--- src/rtl/slot_dma_pkg.sv ---
package slot_dma_pkg;
   typedef enum logic [1:0] {
      ST_IDLE     = 2'd0,
      ST_REQUEST  = 2'd1,
      ST_TRANSFER = 2'd2,
      ST_RELEASE  = 2'd3
   } dma_state_e;
endpackage

--- src/rtl/slot_phase_timer.sv ---
// Synchronises the slot phase, detects its falling edge and counts fast
// ticks since that edge; flags the request point and the address point.
module slot_phase_timer #(
   parameter int SYNC_STAGES = 2,
   parameter int REQ_DLY     = 4,
   parameter int ADDR_DLY    = 6,
   parameter int TICK_W      = 5
) (
   input  logic              clk,
   input  logic              rst_n,
   input  logic              slot_ph,
   output logic              at_req,
   output logic              at_addr,
   output logic [TICK_W-1:0] tick
);
   localparam logic [TICK_W-1:0] REQ_T  = TICK_W'(REQ_DLY);
   localparam logic [TICK_W-1:0] ADDR_T = TICK_W'(REQ_DLY + ADDR_DLY);

   if (SYNC_STAGES < 2) begin : g_bad_sync
      $error("slot_phase_timer: SYNC_STAGES must be at least 2");
   end
   if (REQ_DLY < 1 || ADDR_DLY < 1) begin : g_bad_dly
      $error("slot_phase_timer: delays must be at least one tick");
   end
   if (REQ_DLY + ADDR_DLY + 2 >= (1 << TICK_W) - 1) begin : g_bad_tick
      $error("slot_phase_timer: TICK_W too narrow for the delays");
   end

   logic sync_q [SYNC_STAGES];

   always_ff @(posedge clk or negedge rst_n) begin
      if (!rst_n) sync_q[0] <= 1'b1;
      else        sync_q[0] <= slot_ph;
   end

   for (genvar g = 1; g < SYNC_STAGES; g++) begin : g_sync
      always_ff @(posedge clk or negedge rst_n) begin
         if (!rst_n) sync_q[g] <= 1'b1;
         else        sync_q[g] <= sync_q[g-1];
      end
   end

   logic ph_fall;
   assign ph_fall = sync_q[SYNC_STAGES-1] & ~sync_q[SYNC_STAGES-2];

   always_ff @(posedge clk or negedge rst_n) begin
      if (!rst_n)           tick <= '1;
      else if (ph_fall)     tick <= TICK_W'(1);
      else if (tick != '1)  tick <= tick + TICK_W'(1);
   end

   assign at_req  = (tick == REQ_T);
   assign at_addr = (tick == ADDR_T);

   // a request point can only follow a phase fall, never repeat within it
   p_req_point_once_r3: assert property (@(posedge clk) disable iff (!rst_n)
      at_req |=> !at_req);
endmodule

--- src/rtl/slot_dma_ctrl.sv ---
// Four-state sequencer: idle, waiting for a request point, transferring,
// one-tick release pulse.
module slot_dma_ctrl
   import slot_dma_pkg::*;
(
   input  logic       clk,
   input  logic       rst_n,
   input  logic       start,
   input  logic       len_zero,
   input  logic       at_req,
   input  logic       last,
   output dma_state_e state,
   output logic       load,
   output logic       step,
   output logic       finish,
   output logic       done
);
   dma_state_e state_nx;

   assign load   = (state == ST_IDLE) && start && !len_zero;
   assign step   = (state == ST_TRANSFER) && at_req && !last;
   assign finish = (state == ST_TRANSFER) && at_req && last;

   always_comb begin
      state_nx = state;
      unique case (state)
         ST_IDLE:     if (load)   state_nx = ST_REQUEST;
         ST_REQUEST:  if (at_req) state_nx = ST_TRANSFER;
         ST_TRANSFER: if (finish) state_nx = ST_RELEASE;
         ST_RELEASE:              state_nx = ST_IDLE;
         default:                 state_nx = ST_IDLE;
      endcase
   end

   always_ff @(posedge clk or negedge rst_n) begin
      if (!rst_n) begin
         state <= ST_IDLE;
         done  <= 1'b0;
      end else begin
         state <= state_nx;
         done  <= (state == ST_RELEASE);
      end
   end

   p_release_one_tick_r7: assert property (@(posedge clk) disable iff (!rst_n)
      (state == ST_RELEASE) |=> (state == ST_IDLE));

   p_done_after_release_r8: assert property (@(posedge clk) disable iff (!rst_n)
      done |-> $past(state == ST_RELEASE));

   p_zero_len_ignored_r9: assert property (@(posedge clk) disable iff (!rst_n)
      ((state == ST_IDLE) && start && len_zero) |=> (state == ST_IDLE));
endmodule

--- src/rtl/slot_dma_addr_gen.sv ---
// Holds the running address, remaining count and direction; presents the
// address at the address point of each transfer slot cycle.
module slot_dma_addr_gen #(
   parameter int ADDR_W = 16,
   parameter int CNT_W  = 8
) (
   input  logic              clk,
   input  logic              rst_n,
   input  logic              load,
   input  logic              step,
   input  logic              finish,
   input  logic              present,
   input  logic [CNT_W-1:0]  len_in,
   input  logic [ADDR_W-1:0] addr_in,
   input  logic              write_in,
   output logic [ADDR_W-1:0] addr_o,
   output logic              addr_oe,
   output logic              rw_o,
   output logic              last
);
   logic [ADDR_W-1:0] cur_q;
   logic [CNT_W-1:0]  remain_q;
   logic              wr_q;

   assign last = (remain_q == CNT_W'(1));
   assign rw_o = wr_q;

   always_ff @(posedge clk or negedge rst_n) begin
      if (!rst_n) begin
         cur_q    <= '0;
         remain_q <= '0;
         wr_q     <= 1'b0;
      end else if (load) begin
         cur_q    <= addr_in;
         remain_q <= len_in;
         wr_q     <= write_in;
      end else if (step) begin
         cur_q    <= cur_q + ADDR_W'(1);
         remain_q <= remain_q - CNT_W'(1);
      end
   end

   always_ff @(posedge clk or negedge rst_n) begin
      if (!rst_n) begin
         addr_o  <= '0;
         addr_oe <= 1'b0;
      end else if (finish) begin
         addr_oe <= 1'b0;
      end else if (present) begin
         addr_o  <= cur_q;
         addr_oe <= 1'b1;
      end
   end

   // an address is only ever driven with transfers still owed
   p_remain_live_r5: assert property (@(posedge clk) disable iff (!rst_n)
      addr_oe |-> (remain_q != '0));
endmodule

--- src/rtl/slot_dma_seq.sv ---
module slot_dma_seq
   import slot_dma_pkg::*;
#(
   parameter int ADDR_W      = 16,
   parameter int CNT_W       = 8,
   parameter int SYNC_STAGES = 2,
   parameter int REQ_DLY     = 4,
   parameter int ADDR_DLY    = 6,
   parameter int CLK_NS      = 5
) (
   input  logic              clk,
   input  logic              rst_n,
   input  logic              slot_ph,
   input  logic              start,
   input  logic [CNT_W-1:0]  xfer_len,
   input  logic [ADDR_W-1:0] xfer_addr,
   input  logic              xfer_write,
   output logic              dma_req_oe,
   output logic              dma_req_val,
   output logic [ADDR_W-1:0] addr_o,
   output logic              addr_oe,
   output logic              rw_o,
   output logic              busy,
   output logic              done
);
   localparam int TICK_W = $clog2(SYNC_STAGES + REQ_DLY + ADDR_DLY + 4) + 1;
   localparam logic [TICK_W-1:0] EDGE_T  = TICK_W'(REQ_DLY + 1);
   localparam logic [TICK_W-1:0] FLOAT_T = TICK_W'(REQ_DLY + 2);

   if ((SYNC_STAGES + REQ_DLY) * CLK_NS > 100) begin : g_bad_req_window
      $error("slot_dma_seq: request edge falls outside the 100 ns window");
   end
   if ((SYNC_STAGES + REQ_DLY + ADDR_DLY) * CLK_NS > 120) begin : g_bad_addr_window
      $error("slot_dma_seq: address settles later than 120 ns");
   end

   dma_state_e        state;
   logic              at_req, at_addr, load, step, finish, last;
   logic [TICK_W-1:0] tick;

   slot_phase_timer #(
      .SYNC_STAGES(SYNC_STAGES), .REQ_DLY(REQ_DLY),
      .ADDR_DLY(ADDR_DLY), .TICK_W(TICK_W)
   ) u_timer (
      .clk(clk), .rst_n(rst_n), .slot_ph(slot_ph),
      .at_req(at_req), .at_addr(at_addr), .tick(tick)
   );

   slot_dma_ctrl u_ctrl (
      .clk(clk), .rst_n(rst_n), .start(start),
      .len_zero(xfer_len == '0), .at_req(at_req), .last(last),
      .state(state), .load(load), .step(step), .finish(finish), .done(done)
   );

   slot_dma_addr_gen #(.ADDR_W(ADDR_W), .CNT_W(CNT_W)) u_addr (
      .clk(clk), .rst_n(rst_n), .load(load), .step(step), .finish(finish),
      .present((state == ST_TRANSFER) && at_addr),
      .len_in(xfer_len), .addr_in(xfer_addr), .write_in(xfer_write),
      .addr_o(addr_o), .addr_oe(addr_oe), .rw_o(rw_o), .last(last)
   );

   assign dma_req_oe  = (state == ST_TRANSFER) || (state == ST_RELEASE);
   assign dma_req_val = (state == ST_RELEASE);
   assign busy        = (state != ST_IDLE);

   p_req_edge_window_r3: assert property (@(posedge clk) disable iff (!rst_n)
      !$stable({dma_req_oe, dma_req_val}) |-> (tick == EDGE_T || tick == FLOAT_T));

   p_addr_under_req_r4: assert property (@(posedge clk) disable iff (!rst_n)
      addr_oe |-> (dma_req_oe && !dma_req_val));

   p_idle_quiet_r1: assert property (@(posedge clk) disable iff (!rst_n)
      !busy |-> (!addr_oe && !(dma_req_oe && !dma_req_val)));
endmodule

--- config.mk ---
export PLATFORM = sky130hd
export DESIGN_NAME = slot_dma_seq
export DESIGN_NICKNAME = d
export VERILOG_FILES = /design/src/rtl/slot_dma_pkg.sv /design/src/rtl/slot_phase_timer.sv /design/src/rtl/slot_dma_ctrl.sv /design/src/rtl/slot_dma_addr_gen.sv /design/src/rtl/slot_dma_seq.sv
export SDC_FILE = /design/constraint.sdc
export NUM_CORES = 1
export LEC_CHECK = 0
export ABC_AREA = 1
export CAP_MARGIN = 30
export CELL_PAD_IN_SITES_DETAIL_PLACEMENT = 2
export CELL_PAD_IN_SITES_GLOBAL_PLACEMENT = 2
export CORE_ASPECT_RATIO = 1.1
export CORE_MARGIN = 2
export CORE_UTILIZATION = 28
export DETAILED_ROUTE_END_ITERATION = 6
export PLACE_DENSITY = 0.73
export SLEW_MARGIN = 20
export SYNTH_ARGS = -nofsm -noshare
export SYNTH_HDL_FRONTEND = slang
export SYNTH_SLANG_ARGS = --single-unit
--- constraint.sdc ---
create_clock -name clk -period 1.6 [get_ports clk]
set_input_delay 0.24 -clock clk [delete_from_list [all_inputs] [get_ports clk]]
set_output_delay 0.24 -clock clk [all_outputs]
set_load 0.005 [all_outputs]
== After elaboration in Yosys (flattened, before gate mapping) ==
Index checks and enable logic that the tools add are counted.
Widths: inputs -> output; s select.
Operators by class
  $add $sub $neg: 3
  equality and inequality tests: 10
  multiplexer cells: 12
  bitwise logic cells: 3
  reductions and logical operators: 17
Operators with widths (number)
  $mux 16: 2
  $add 16x1->16 const B: 1
  $mux 8: 2
  $mux 5: 2
  $eq 8x1->1 const B: 1
  $logic_not 8->1: 1
  $pmux 2 s4: 1
  $reduce_bool 2->1: 4
  $sub 8x1->8 const B: 1
  $logic_and 1x1->1: 6
  $mux 2: 3
  $add 5x1->5 const B: 1
  $eq 5x3->1 const B: 1
  $eq 5x4->1 const B: 1
  $ne 5x5->1 const B: 1
  $eq 2x2->1 const B: 2
  $ne 2x2->1 const B: 2
  $reduce_and 3->1: 1
  $eq 2x1->1 const B: 1
  $logic_not 1->1: 2
  $logic_not 2->1: 1
  $mux 1: 2
  $ne 2x1->1 const B: 1
  $not 1->1: 2
  3 further kinds: 3
Word-level totals
  register bits after elaboration: 52
  input bits: 29

== Longest topological paths before layout ==
  depth in word-level cells: 5
  gate-level depth with buffers: 12

== Cells and area by module ==
A second synthesis with hierarchy kept.
Unflattened totals
  cells, all modules: 352
  area total of the unflattened synthesis: 2887.8 sq um
By module, submodules not included
  slot_dma_addr_gen: times used 1, cells each 268, area each 2220.9 sq um
  slot_phase_timer: times used 1, cells each 42, area each 366.6 sq um
  slot_dma_ctrl: times used 1, cells each 29, area each 249.0 sq um
  slot_dma_seq: times used 1, cells each 13, area each 51.3 sq um

== Worst setup path before layout ==
No wires, ideal clock.
  path type: reg2reg
  start: register u_timer.tick[0]
  end: register u_addr.cur_q[2]
  setup time: 66 ps
  arrival time: 1472 ps
  required time: 1534 ps
  setup slack: 62 ps
  cell stages (with the launch flop): 13
  path buffers: 1
  period minus slack after synthesis: 1538 ps
  path through: dfstp_2 inv_1 ha_1 nand2_1 inv_2 nand3_1 inv_2 nand2_4 nand2_4 inv_6 buf_12 nand2_2 nand3_2
On the way
  cells in the longest elaborated chain, start to end: 4
Ends and longest elaborated chain
  from (decl): RTL line slot_phase_timer.sv:14  | output logic [TICK_W-1:0] tick
  from (signal assigned): RTL line slot_phase_timer.sv:49  | else if (tick != '1) tick <= tick + TICK_W'(1);
  $eq 5x3->1: RTL line slot_phase_timer.sv:52  | assign at_req = (tick == REQ_T);
  $logic_and 1x1->1 (2 in a row): RTL line slot_dma_ctrl.sv:21  | assign step = (state == ST_TRANSFER) && at_req && !last;
  $reduce_bool 2->1 (no source line)
  to (signal assigned): RTL line slot_dma_addr_gen.sv:34  | cur_q <= addr_in;
  to (signal assigned): RTL line slot_dma_addr_gen.sv:38  | cur_q <= cur_q + ADDR_W'(1);
  to (decl): RTL line slot_dma_addr_gen.sv:21  | logic [ADDR_W-1:0] cur_q;
Every way passes these cells.
A chain may end at the register's enable or synchronous reset.

== Worst setup path in the final report ==
  start: register u_timer.tick[1]
  end: register u_timer.tick[4]
On the way
  cells in the longest elaborated chain, start to end: 3
  elaborated cells between the ends (all ways): 5
  classes of those cells: add/sub (1); eq/ne (1); mux (2); reduce/logical (1)
Ends and longest elaborated chain
  $add 5x1->5: RTL line slot_phase_timer.sv:49
  $mux 5: RTL line slot_phase_timer.sv:49
  $mux 5: RTL line slot_phase_timer.sv:48  | else if (ph_fall) tick <= TICK_W'(1);
Several ways; a longest one is shown, not always the timed one. The select of a mux whose other input is x is not followed.

==> impl_metrics.xml <==
<?xml version="1.0" encoding="UTF-8"?>
<metrics>
  <group name="yosys">
    <metric name="synth-warning-count" unit="">0</metric>
    <metric name="most_frequently_used_flop_master_after_synthesis" unit="">sky130_fd_sc_hd__dfrtp_1</metric>
    <metric name="syn-num-nets" unit="">435</metric>
    <metric name="synth_cell_types" unit="">30</metric>
    <metric name="synth_area" unit="um2">3170</metric>
    <metric name="postSynth.asyncResetShare" unit="">1.00</metric>
    <metric name="sequential_fraction_of_the_synthesis_area" unit="">0.413</metric>
    <metric name="avgSynthCellArea" unit="um2">8.04</metric>
    <metric name="ys_ff_latch" unit="">52</metric>
    <metric name="postSynthCellCount" unit="">394</metric>
    <metric name="synth_edf_count" unit="">0</metric>
  </group>
  <group name="clock_tree">
    <metric name="cts_sinks" unit="">52</metric>
    <metric name="clkTransAtPathRegs" unit="ns">0.08</metric>
    <metric name="numCtsBuffers" unit="">5</metric>
    <metric name="cts_tree" unit="">built</metric>
    <metric name="cts.htree.levels" unit="">2</metric>
    <metric name="clockRootBuffer" unit="">sky130_fd_sc_hd__clkbuf_16</metric>
    <metric name="clockBufferDepth" unit="">2</metric>
    <metric name="clock_latency" unit="ns">0.30</metric>
  </group>
  <group name="global_route">
    <metric name="antenna_found_initial" unit="">0</metric>
    <metric name="overflow" unit="">0</metric>
    <metric name="wire_length_of_the_first_global_routing_pass" unit="um">16400</metric>
    <metric name="grt_usage" unit="">0.170</metric>
    <metric name="grt_pass1_vias" unit="">3356</metric>
    <metric name="pin_count_of_the_biggest_net_entering_global_routing" unit="">26</metric>
  </group>
  <group name="critical_path">
    <metric name="critical_path.endpoint_type" unit="">register</metric>
    <metric name="critPathTopFamily" unit="">flip-flops</metric>
    <metric name="critical_path.slowest_cell" unit="">sky130_fd_sc_hd__dfstp_2</metric>
    <metric name="critical_path.max_stage_delay" unit="ns">0.57</metric>
    <metric name="crit_path_category" unit="">reg -&gt; reg</metric>
    <metric name="worst-endpoint-required" unit="ns">1.82</metric>
    <metric name="critPathBufInv" unit="">3</metric>
    <metric name="cp_data_arrival_time" unit="ns">1.96</metric>
    <metric name="timing.critical_path.cells" unit="">buf_4 -&gt; ha_4 -&gt; inv_1 -&gt; nor3_2 -&gt; ha_2 -&gt; buf_4 -&gt; o21ai_0 -&gt; a21oi_1</metric>
    <metric name="critical_path.startpoint_type" unit="">register</metric>
    <metric name="timing.critical_path.mode_cell" unit="">sky130_fd_sc_hd__buf_4</metric>
    <metric name="timing.critical_path.fanout_max" unit="">4</metric>
  </group>
  <group name="timing">
    <metric name="fin_setup_tns" unit="ns">-1.19</metric>
    <metric name="rsz0062_at_grt" unit="">yes</metric>
    <metric name="max_freq" unit="MHz">574</metric>
    <metric name="slew_headroom" unit="">0.618</metric>
    <metric name="finalHoldWorstSlack" unit="ns">0.346</metric>
    <metric name="final.period_utilization" unit="">1.09</metric>
    <metric name="hold_viol_final" unit="">0</metric>
    <metric name="layout_min_cycle_time" unit="ns">1.74</metric>
    <metric name="finalSetupViolCount" unit="">16</metric>
    <metric name="timing.clock.skew" unit="ns">0.0114</metric>
    <metric name="post-route-worst-setup-slack" unit="ns">-0.144</metric>
    <metric name="tightest_slew" unit="ns">0.573</metric>
    <metric name="final_max_slew_viol_count" unit="">0</metric>
  </group>
  <group name="cells_and_area">
    <metric name="nFillCells" unit="">1219</metric>
    <metric name="finish.cell_count_without_fillers" unit="">645</metric>
    <metric name="area.growth.synth_to_final" unit="%">49.8</metric>
    <metric name="utilization" unit="">0.433</metric>
    <metric name="design_area_final" unit="um2">4750</metric>
    <metric name="design.final.nets" unit="">538</metric>
    <metric name="num_antenna_cells" unit="">0</metric>
    <metric name="post_route_cells_drive_above_1_share" unit="">0.367</metric>
  </group>
  <group name="power">
    <metric name="max-vdd-ir-drop" unit="mV">0.762</metric>
    <metric name="power.combinational.fraction" unit="">0.534</metric>
    <metric name="leakage" unit="nW">2.26</metric>
    <metric name="p_sw_frac" unit="">0.416</metric>
    <metric name="seq_power_share" unit="">0.313</metric>
    <metric name="p_sw" unit="mW">3.39</metric>
    <metric name="post-layout-total-power" unit="mW">8.16</metric>
    <metric name="intPower" unit="mW">4.76</metric>
    <metric name="power.clock.fraction" unit="">0.153</metric>
    <metric name="powerDensity" unit="nW/um2">1720</metric>
  </group>
  <group name="die">
    <metric name="dieWidth" unit="um">105</metric>
    <metric name="die-area" unit="um2">12200</metric>
    <metric name="boundaryPins" unit="">51</metric>
    <metric name="floorplan.initialDensity" unit="">0.289</metric>
    <metric name="fp-row-count" unit="">40</metric>
    <metric name="core_region_area" unit="um2">11000</metric>
    <metric name="die_height" unit="um">116</metric>
  </group>
  <group name="route">
    <metric name="postRouteWirelength" unit="um">11300</metric>
    <metric name="drt_drc_violations_left" unit="">0</metric>
    <metric name="drt_iter0_drc" unit="">71</metric>
    <metric name="avgRoutedWirePerCell" unit="um">17.5</metric>
    <metric name="first_pass_iters" unit="">4</metric>
    <metric name="detail-route-antenna-nets" unit="">0</metric>
    <metric name="via_to_cell_ratio" unit="">4.65</metric>
    <metric name="route.vias.total" unit="">2997</metric>
  </group>
  <group name="min_path">
    <metric name="timing.hold.worst.class" unit="">in -&gt; reg</metric>
  </group>
  <group name="placement">
    <metric name="detailedPlace.worstSlack" unit="ns">-0.129</metric>
    <metric name="post-dp-hpwl" unit="um">7460</metric>
    <metric name="numPortBuffers" unit="">50</metric>
    <metric name="final_replace_weighted_congestion" unit="">0.739</metric>
    <metric name="postPlaceCellArea" unit="um2">4100</metric>
    <metric name="dp.cells" unit="">618</metric>
  </group>
  <group name="status">
    <metric name="run_status" unit="">finished, violations left</metric>
    <metric name="failed_checks" unit="">setup timing</metric>
  </group>
  <group name="run">
    <metric name="cap_violations" unit="">0</metric>
  </group>
</metrics>
[power by group through the flow]
stage | clock network, mW | registers (mW) | logic, mW
2_1_floorplan | 0 | 2.43 | 2.00
3_3_place_gp | 0 | 2.50 | 3.28
3_5_place_dp | 0 | 2.55 | 3.46
4_1_cts | 1.29 | 2.53 | 3.71
5_1_grt | 1.34 | 2.65 | 4.81
6_report | 1.25 | 2.55 | 4.35
[logic make-up after synthesis]
family,share of synthesized area
simple gates,0.381
fa+ha+maj,0.0474
xor+xnor,0.0359
compound gates,0.0383
flops,0.413
buf+inv,0.0841
[synthesized netlist by cell type (4+ instances only)]
master	instances	area share
sky130_fd_sc_hd__a21oi_1	5	0.0079
sky130_fd_sc_hd__dfrtp_1	45	0.36
sky130_fd_sc_hd__dfstp_2	7	0.058
sky130_fd_sc_hd__ha_1	12	0.047
sky130_fd_sc_hd__inv_1	42	0.050
sky130_fd_sc_hd__inv_2	5	0.0059
sky130_fd_sc_hd__nand2_1	127	0.15
sky130_fd_sc_hd__nand2_2	24	0.047
sky130_fd_sc_hd__nand2_4	4	0.014
sky130_fd_sc_hd__nand3_1	24	0.038
sky130_fd_sc_hd__nand3_2	17	0.054
sky130_fd_sc_hd__nand4_1	6	0.012
sky130_fd_sc_hd__nor2_1	23	0.027
sky130_fd_sc_hd__nor3_1	4	0.0063
sky130_fd_sc_hd__o21ai_0	14	0.022
sky130_fd_sc_hd__xor2_1	10	0.028
[final cells by class]
| type | count | area, um2 | share of cell area |
|---|---|---|---|
| multi-input combinational | 287 | 1810 | 0.382 |
| sequential | 52 | 1310 | 0.276 |
| timing repair buffer | 102 | 1030 | 0.217 |
| inverter | 48 | 219 | 0.0461 |
| tap | 147 | 184 | 0.0387 |
| clock buffer | 6 | 129 | 0.0271 |
| clock inverter | 2 | 35.0 | 0.00738 |
| timing repair inverter | 1 | 30.0 | 0.00632 |
[final timing paths]
path | start | end | slack, ns | depth (start not counted)
max in group asynchronous | rst_n | u_addr.cur_q[1] | 0.53 | 3
worst min register to register | u_timer.sync_q[1] | u_timer.sync_q[0] | 0.38 | 0
worst max register to register | u_timer.tick[1] | u_timer.tick[4] | -0.14 | 8
worst min-delay path | slot_ph | u_timer.sync_q[1] | 0.35 | 1
min in group asynchronous | rst_n | u_ctrl.done | 0.48 | 2
worst max-delay path | u_timer.tick[1] | u_timer.tick[4] | -0.14 | 8
[cell usage in the layout (no fill, tap or decap), types with 2 or more instances in the layout]
cell type | synthesis | routed
sky130_fd_sc_hd__nand3_2 | 17 | 20
sky130_fd_sc_hd__nand4_1 | 6 | 6
sky130_fd_sc_hd__inv_2 | 5 | 10
sky130_fd_sc_hd__buf_4 | 0 | 35
sky130_fd_sc_hd__nand2_2 | 24 | 43
sky130_fd_sc_hd__nand3_1 | 24 | 20
sky130_fd_sc_hd__o21ai_1 | 2 | 11
sky130_fd_sc_hd__xor2_1 | 10 | 10
sky130_fd_sc_hd__ha_4 | 0 | 5
sky130_fd_sc_hd__clkbuf_16 | 0 | 7
sky130_fd_sc_hd__clkinv_16 | 0 | 2
sky130_fd_sc_hd__ha_2 | 0 | 2
sky130_fd_sc_hd__inv_1 | 42 | 33
sky130_fd_sc_hd__nor2_1 | 23 | 22
sky130_fd_sc_hd__ha_1 | 12 | 5
sky130_fd_sc_hd__clkbuf_2 | 0 | 2
sky130_fd_sc_hd__o21ai_0 | 14 | 2
sky130_fd_sc_hd__nand2_1 | 127 | 103
sky130_fd_sc_hd__dfrtp_1 | 45 | 44
sky130_fd_sc_hd__nand2_4 | 4 | 8
sky130_fd_sc_hd__o21ai_2 | 0 | 3
sky130_fd_sc_hd__dfstp_2 | 7 | 7
sky130_fd_sc_hd__buf_6 | 1 | 8
sky130_fd_sc_hd__xnor2_1 | 3 | 3
sky130_fd_sc_hd__nor2_4 | 3 | 4
sky130_fd_sc_hd__nor2_2 | 3 | 3
sky130_fd_sc_hd__inv_4 | 0 | 3
sky130_fd_sc_hd__a21oi_1 | 5 | 4
sky130_fd_sc_hd__nor3_1 | 4 | 3
sky130_fd_sc_hd__clkdlybuf4s50_1 | 0 | 46
sky130_fd_sc_hd__buf_12 | 2 | 7
[what timing repair did]
item | 4_1_cts | 5_1_grt
resized for setup | 38 | 69
setup buffers | 5 | 9
setup endpoints to repair | 36 | 48
pin swaps | 6 | 14
gates cloned | 0 | 4
endpoints found under the hold margin | 10 | 0
hold buffers | 1 | 0
[layer usage]
metal,vias to the layer above,GRT usage,routed length [um]
met5,-,0,0
met4,0,0.0400,138
met3,10,0.0236,224
met2,45,0.329,6410
met1,1509,0.199,4500
li1,1433,-,-
[state kept, by name, summed over array words and instances, names as in the netlist]
signal	count
u_ctrl.done	1
u_addr.rw_o	1
u_timer.tick	5
u_timer.sync_q	2
u_addr.cur_q	16
u_addr.remain_q	8
u_ctrl.state	2
u_addr.addr_o	16
u_addr.addr_oe	1
(Power assumes the default switching activity.)
